File: src/rtl/segdec_pkg.sv
package segdec_pkg;
  // One window, both bounds in 8 MB units, end exclusive
  typedef struct packed {
    logic [7:0] endU;
    logic [7:0] startU;
  } segWin_t;

  // Strobes from validation control to the register datapath
  typedef struct packed {
    logic commit;
    logic reject;
    logic warn;
  } segStrobe_t;
endpackage

File: src/rtl/segdec_ctrl.sv
module segdec_ctrl
  import segdec_pkg::*;
#(
  parameter int NUM_CS        = 3,
  parameter int IDX_W         = 2,
  parameter int BASE_U        = 64,
  parameter int AP_UNITS      = 32,
  parameter bit LOCK_LAST_END = 1'b1,
  parameter int LAST_END_U    = 88
) (
  input  logic             wrEn,
  input  logic [IDX_W-1:0] wrIdx,
  input  logic [31:0]      wrData,
  input  segWin_t          segBank [NUM_CS],
  output segStrobe_t       strobe
);
  localparam int AP_END_U = BASE_U + AP_UNITS;

  logic [7:0] newStart, newEnd, newSize;
  logic       idxOk, sameVal, badLock, badRange, overlap;
  logic [31:0] curWord;

  assign newStart = wrData[23:16];
  assign newEnd   = wrData[31:24];
  assign newSize  = newEnd - newStart;
  assign idxOk    = 32'(wrIdx) < NUM_CS;

  always_comb begin
    curWord = '0;
    overlap = 1'b0;
    for (int i = 0; i < NUM_CS; i++) begin
      if (32'(wrIdx) == i) curWord = {segBank[i].endU, segBank[i].startU, 16'h0};
      else if (newStart < segBank[i].endU && newEnd > segBank[i].startU) overlap = 1'b1;
    end
  end

  assign sameVal  = (wrData == curWord);
  assign badLock  = (wrIdx == '0 && 32'(newStart) != BASE_U) ||
                    (LOCK_LAST_END && 32'(wrIdx) == NUM_CS - 1 && 32'(newEnd) != LAST_END_U);
  assign badRange = (newEnd <= newStart) || (32'(newEnd) <= BASE_U) ||
                    (32'(newStart) > AP_END_U);

  always_comb begin
    strobe = '0;
    if (wrEn && idxOk && !sameVal) begin
      if (badLock || badRange || overlap) strobe.reject = 1'b1;
      else begin
        strobe.commit = 1'b1;
        strobe.warn   = (newStart % newSize) != 8'd0;
      end
    end
  end
endmodule

File: src/rtl/segdec_dp.sv
module segdec_dp
  import segdec_pkg::*;
#(
  parameter int NUM_CS     = 3,
  parameter int IDX_W      = 2,
  parameter int ADDR_W     = 32,
  parameter int UNIT_SHIFT = 23,
  parameter int BASE_U     = 64,
  parameter logic [NUM_CS*8-1:0] DEF_SIZES_U = {8'd4, 8'd4, 8'd16}
) (
  input  logic              clk,
  input  logic              rstN,
  input  segStrobe_t        strobe,
  input  logic [IDX_W-1:0]  wrIdx,
  input  logic [31:0]       wrData,
  input  logic              clrStatus,
  input  logic [IDX_W-1:0]  rdIdx,
  output logic [31:0]       rdData,
  output segWin_t           segBank [NUM_CS],
  output logic              errFlag,
  output logic [IDX_W-1:0]  errCs,
  output logic              warnMisalign,
  input  logic [ADDR_W-1:0] memAddr,
  output logic [NUM_CS-1:0] csHit,
  output logic [ADDR_W-1:0] csOffset,
  output logic              memMiss
);
  localparam int UNIT_W = ADDR_W - UNIT_SHIFT;

  function automatic logic [7:0] defStart(int cs);
    int acc = BASE_U;
    for (int k = 0; k < cs; k++) acc += int'(DEF_SIZES_U[k*8 +: 8]);
    return acc[7:0];
  endfunction

  logic [UNIT_W-1:0] addrUnit;
  assign addrUnit = memAddr[ADDR_W-1:UNIT_SHIFT];

  for (genvar g = 0; g < NUM_CS; g++) begin : gWin
    always_ff @(posedge clk) begin
      if (!rstN) begin
        segBank[g].startU <= defStart(g);
        segBank[g].endU   <= defStart(g) + DEF_SIZES_U[g*8 +: 8];
      end else if (strobe.commit && 32'(wrIdx) == g) begin
        segBank[g].startU <= wrData[23:16];
        segBank[g].endU   <= wrData[31:24];
      end
    end
    assign csHit[g] = (addrUnit >= UNIT_W'(segBank[g].startU)) &&
                      (addrUnit <  UNIT_W'(segBank[g].endU));
  end

  always_ff @(posedge clk) begin
    if (!rstN) begin
      errFlag      <= 1'b0;
      errCs        <= '0;
      warnMisalign <= 1'b0;
    end else begin
      if (clrStatus) begin
        errFlag      <= 1'b0;
        warnMisalign <= 1'b0;
      end
      if (strobe.reject) begin
        errFlag <= 1'b1;
        errCs   <= wrIdx;
      end
      if (strobe.warn) warnMisalign <= 1'b1;
    end
  end

  always_comb begin
    csOffset = '0;
    rdData   = '0;
    for (int i = 0; i < NUM_CS; i++) begin
      if (csHit[i]) csOffset = memAddr - (ADDR_W'(segBank[i].startU) << UNIT_SHIFT);
      if (32'(rdIdx) == i) rdData = {segBank[i].endU, segBank[i].startU, 16'h0};
    end
  end

  assign memMiss = (csHit == '0);
endmodule

File: src/rtl/segdec_top.sv
module segdec_top
  import segdec_pkg::*;
#(
  parameter int NUM_CS        = 3,
  parameter int IDX_W         = $clog2(NUM_CS + 1),
  parameter int ADDR_W        = 32,
  parameter int UNIT_SHIFT    = 23,
  parameter int BASE_U        = 64,
  parameter int AP_UNITS      = 32,
  parameter bit LOCK_LAST_END = 1'b1,
  parameter logic [NUM_CS*8-1:0] DEF_SIZES_U = {8'd4, 8'd4, 8'd16}
) (
  input  logic              clk,
  input  logic              rstN,
  input  logic              regWrEn,
  input  logic [IDX_W-1:0]  regIdx,
  input  logic [31:0]       regWrData,
  input  logic [IDX_W-1:0]  regRdIdx,
  output logic [31:0]       regRdData,
  input  logic              clrStatus,
  output logic              errFlag,
  output logic [IDX_W-1:0]  errCs,
  output logic              warnMisalign,
  input  logic [ADDR_W-1:0] memAddr,
  output logic [NUM_CS-1:0] csHit,
  output logic [ADDR_W-1:0] csOffset,
  output logic              memMiss
);
  function automatic int lastEnd();
    int acc = BASE_U;
    for (int k = 0; k < NUM_CS; k++) acc += int'(DEF_SIZES_U[k*8 +: 8]);
    return acc;
  endfunction
  localparam int LAST_END_U = lastEnd();

  segWin_t    segBank [NUM_CS];
  segStrobe_t strobe;

  segdec_ctrl #(
    .NUM_CS(NUM_CS), .IDX_W(IDX_W), .BASE_U(BASE_U), .AP_UNITS(AP_UNITS),
    .LOCK_LAST_END(LOCK_LAST_END), .LAST_END_U(LAST_END_U)
  ) uCtrl (
    .wrEn(regWrEn), .wrIdx(regIdx), .wrData(regWrData),
    .segBank(segBank), .strobe(strobe)
  );

  segdec_dp #(
    .NUM_CS(NUM_CS), .IDX_W(IDX_W), .ADDR_W(ADDR_W), .UNIT_SHIFT(UNIT_SHIFT),
    .BASE_U(BASE_U), .DEF_SIZES_U(DEF_SIZES_U)
  ) uDp (
    .clk(clk), .rstN(rstN), .strobe(strobe), .wrIdx(regIdx), .wrData(regWrData),
    .clrStatus(clrStatus), .rdIdx(regRdIdx), .rdData(regRdData),
    .segBank(segBank), .errFlag(errFlag), .errCs(errCs),
    .warnMisalign(warnMisalign), .memAddr(memAddr), .csHit(csHit),
    .csOffset(csOffset), .memMiss(memMiss)
  );
endmodule

File: config.mk
export PLATFORM = sky130hd
export DESIGN_NAME = segdec_top
export DESIGN_NICKNAME = d
export VERILOG_FILES = /design/src/rtl/segdec_pkg.sv /design/src/rtl/segdec_ctrl.sv /design/src/rtl/segdec_dp.sv /design/src/rtl/segdec_top.sv
export SDC_FILE = /design/constraint.sdc
export NUM_CORES = 1
export LEC_CHECK = 0
export ABC_AREA = 1
export BUFFER_PORTS_ARGS = -buffer_cell sky130_fd_sc_hd__buf_2
export CAP_MARGIN = 25
export CORE_MARGIN = 1.5
export CORE_UTILIZATION = 42
export DETAILED_ROUTE_END_ITERATION = 10
export HOLD_SLACK_MARGIN = 0.12
export PLACE_DENSITY_LB_ADDON = 0.12
export SLEW_MARGIN = 5
export SYNTH_ARGS = -nofsm -noshare
export SYNTH_HDL_FRONTEND = slang
export SYNTH_SLANG_ARGS = --single-unit
File: constraint.sdc
create_clock -name clk -period 11.65 [get_ports clk]
set_input_delay 0.5825 -clock clk [delete_from_list [all_inputs] [get_ports clk]]
set_output_delay 0.5825 -clock clk [all_outputs]
set_load 0.02 [all_outputs]
==> results.md <==
- Worst Setup Slack, final: 1.01 ns
- Hold depth: 2
- Via count: 8116
- P_leak: 4.68 nW
- Mapped Cells: 1157
- Startpoint types: input port
- Initial antenna violation count: 0
- Die width: 139 µm
- Number of synthesized flops with an enable pin: 0
- Final Non-Filler Cells: 1512
- Router iterations before antenna repair: 6
- Total power: 0.000929 W
- Area after DPL: 8510 µm²
- Max FO, Critical Path: 12
- # H-tree levels: 2
- Vias in the first global route: 7546
- Area growth syn-to-layout: 14.3%
- Worst Tran Pin Value: 1.01 ns
- Pre-CTS setup slack: 0.0971 ns
- CTS tree: yes
- Most used DFF post-synth: dfxtp_1
- Die area: 19300 µm²
- Final nets: 1494
- Gr usage total: 0.260
- Final number of setup-violating endpoints: 0
- Worst r2r dst: uDp.segBank[31]$_SDFFE_PN0P_
- Clock tree sinks: 52
- FF-to-FF path depth: 14
- Routed Antenna Nets: 0
- Setup Crit Path Kind: input port to flip-flop
- Power per cell area: 105 nW/µm²
- Min-Delay Path Class: flip-flop to flip-flop
- Hold buffer count at cts: 0
- Setup tns final: 0 ns
- Status: finished clean
- Worst setup EP type: flip-flop
- Number of DRC markers in iteration 0: 655
- Die Span Y: 139 µm
- Antenna cells: 0
- Max cap viols: 0
- Worst vdd ir: 0.0000729 V
- Period utilization: 0.913
- Ports: 144
- Setup crit start: regWrData[24]
- Core Area: 18000 µm²
- GR Overflow Total: 0
- Fraction of registers with async set/reset: 0
- Critical path endpoint: uDp.warnMisalign$_SDFFE_PN0P_
- Vias per std cell: 5.37
- Max stage delay cell, worst path: fa_1
- Area contributors post-synth: ha_1 (22%), dfxtp_1 (13%), nand2_1 (11%)
- Max-slew headroom: 0.323
- Largest net degree at the start of global routing: 32
- Avg WL per Cell: 17.0 µm
- Crit path top cell by count: nand2_1
- DP HPWL: 20700 µm
- Slew Viols, Final: 0
- Max Clk Rate: 94.0 MHz
- Clock insertion delay at the later pin of the skew report: 0.30 ns
- Synth Cell Area: 7740 µm²
- Final Hold Fails: 0
- YS warnings: 0
- CTS Buf Count: 5
- DRC: 0
- Dpl cells: 1491
- Fin crit period: 10.64 ns
- Yosys cell types: 60
- Initial core utilization: 0.430
- Rows: 49
- Layout Skew: 0.00946 ns
- Post-route cell area: 8860 µm²
- Root Buffer: clkbuf_16
- Yosys reg bits: 52
- Fraction of layout cells with a size suffix above 1: 0.177
- Final GP Congestion: 0.940
- Mean Syn Cell Area: 6.69 µm²
- Port-buffer cells: 127
- Data required time at the worst endpoint: 11.84 ns
- Biggest area consumer among synthesized cells: ha_1
- Top cell type's share of synthesized area: 0.218
- Clk slew on worst S/H paths: 0.07 ns
- Sequential fraction of the synthesis area: 0.134
- Worst path max stage delay: 0.44 ns
- R2R Setup Slk: 8.54 ns
- First-pass GRT wire length: 40100 µm
- Crit path DAT: 10.83 ns
- Max clock buf depth: 2
- Post-Route WL: 25700 µm
- Reg-to-reg startpoint: uDp.segBank[41]$_SDFFE_PN0P_
[worst min-delay path by stage]
stage                                       start                       endpoint
floorplan            uDp.segBank[12]$_SDFFE_PN1P_   uDp.segBank[12]$_SDFFE_PN1P_
global placement         uDp.errFlag$_SDFFE_PN0P_       uDp.errFlag$_SDFFE_PN0P_
detailed placement  uDp.warnMisalign$_SDFFE_PN0P_  uDp.warnMisalign$_SDFFE_PN0P_
CTS                 uDp.warnMisalign$_SDFFE_PN0P_  uDp.warnMisalign$_SDFFE_PN0P_
global route        uDp.warnMisalign$_SDFFE_PN0P_  uDp.warnMisalign$_SDFFE_PN0P_
finish              uDp.warnMisalign$_SDFFE_PN0P_  uDp.warnMisalign$_SDFFE_PN0P_
[cell families after synthesis]
kind of cell	after synthesis	synth area share
XOR/XNOR	42	0.0475
AO/OA/AOI/OAI	257	0.203
buffers and inverters	233	0.125
AND/OR/NAND/NOR	432	0.259
adder cells (fa/ha/maj)	140	0.231
other	1	0.000484
flip-flops	52	0.134
[layout by cell type (no fill, tap or decap), drive strengths merged, types with 2 or more instances in the layout]
| cell | Yosys | final |
|---|---|---|
| a21boi | 2 | 2 |
| o211ai | 12 | 12 |
| a21oi | 95 | 95 |
| dfxtp | 52 | 52 |
| buf | 31 | 144 |
| clkbuf | 12 | 8 |
| o41ai | 2 | 2 |
| o21bai | 11 | 11 |
| or2 | 12 | 12 |
| ha | 135 | 135 |
| a221oi | 4 | 4 |
| o2111ai | 5 | 5 |
| nor3 | 31 | 31 |
| nand3 | 67 | 67 |
| xnor2 | 14 | 14 |
| clkinv | 4 | 4 |
| and2 | 5 | 5 |
| inv | 186 | 185 |
| o221ai | 22 | 22 |
| nor2 | 61 | 61 |
| o22ai | 8 | 8 |
| nand4 | 13 | 13 |
| nand2 | 230 | 230 |
| nand3b | 2 | 2 |
| o21a | 2 | 2 |
| o21ai | 69 | 69 |
| a21o | 6 | 6 |
| nor4 | 8 | 8 |
| a31oi | 5 | 5 |
| conb | 1 | 16 |
| a211oi | 7 | 7 |
| fa | 5 | 5 |
| xor2 | 28 | 28 |
| clkinvlp | 0 | 3 |
[layer usage]
| layer | vias up | track usage | share of wire |
|---|---|---|---|
| met3 | 37 | 0.0238 | 0.059 |
| li1 | 4154 | - | - |
| met5 | - | 0 | 0 |
| met2 | 265 | 0.424 | 0.45 |
| met1 | 3660 | 0.367 | 0.47 |
| met4 | 0 | 0.0702 | 0.024 |
[flip-flops by register name, summed over array words and instances (netlist names)]
signal            cells
uDp.warnMisalign      1
uDp.errFlag           1
uDp.errCs             2
uDp.segBank          48
[worst max-delay path: cells and delay by family]
family / cells / cell delay, ns
xor gates and xnor gates: 1 / 0.14
AOI/OAI and AO/OA: 16 / 2.14
adders and majority gates: 9 / 2.68
and+or+nand+nor: 43 / 4.24
buffers and inverters: 14 / 1.03
[layout make-up]
cell class,instances,area (µm²)
inverters,190,724
clock inverters,2,13.8
fillers,1881,9170
flip-flops and latches,52,1040
multi-input cells,887,5850
well taps,229,287
clock buffers,6,129
repair buffers,146,811
[metrics by stage]
| stage | util | hold slack (ns) |
|---|---|---|
| floorplan | - | 0.456 |
| global placement | 0.472 | 0.471 |
| detailed placement | 0.472 | 0.470 |
| CTS | 0.480 | 0.487 |
| global route | 0.491 | 0.519 |
| finish | 0.491 | 0.485 |
[power breakdown]
part | internal (W) | switching (W) | total (W)
Clock | 0.0000805 | 0.0000740 | 0.000154
Combinational | 0.000226 | 0.000369 | 0.000595
Sequential | 0.000179 | 0.000000899 | 0.000180
[Yosys cell counts (all sizes together), types with 6 or more instances]
cell,number
o211ai,12
nor4,8
inv,186
a21o,6
nand3,67
nor2,61
nand4,13
nor3,31
nand2,230
o21ai,69
a21oi,95
o21bai,11
dfxtp,52
xor2,28
clkbuf,12
o22ai,8
o221ai,22
a211oi,7
xnor2,14
or2,12
ha,135
buf,31
[what timing repair did]
item / CTS / global route
setup endpoints to repair: 0 / 1
buffers inserted: 0 / 11
resized for setup: 0 / 26
No activity file was read; power rests on OpenSTA's default activity.
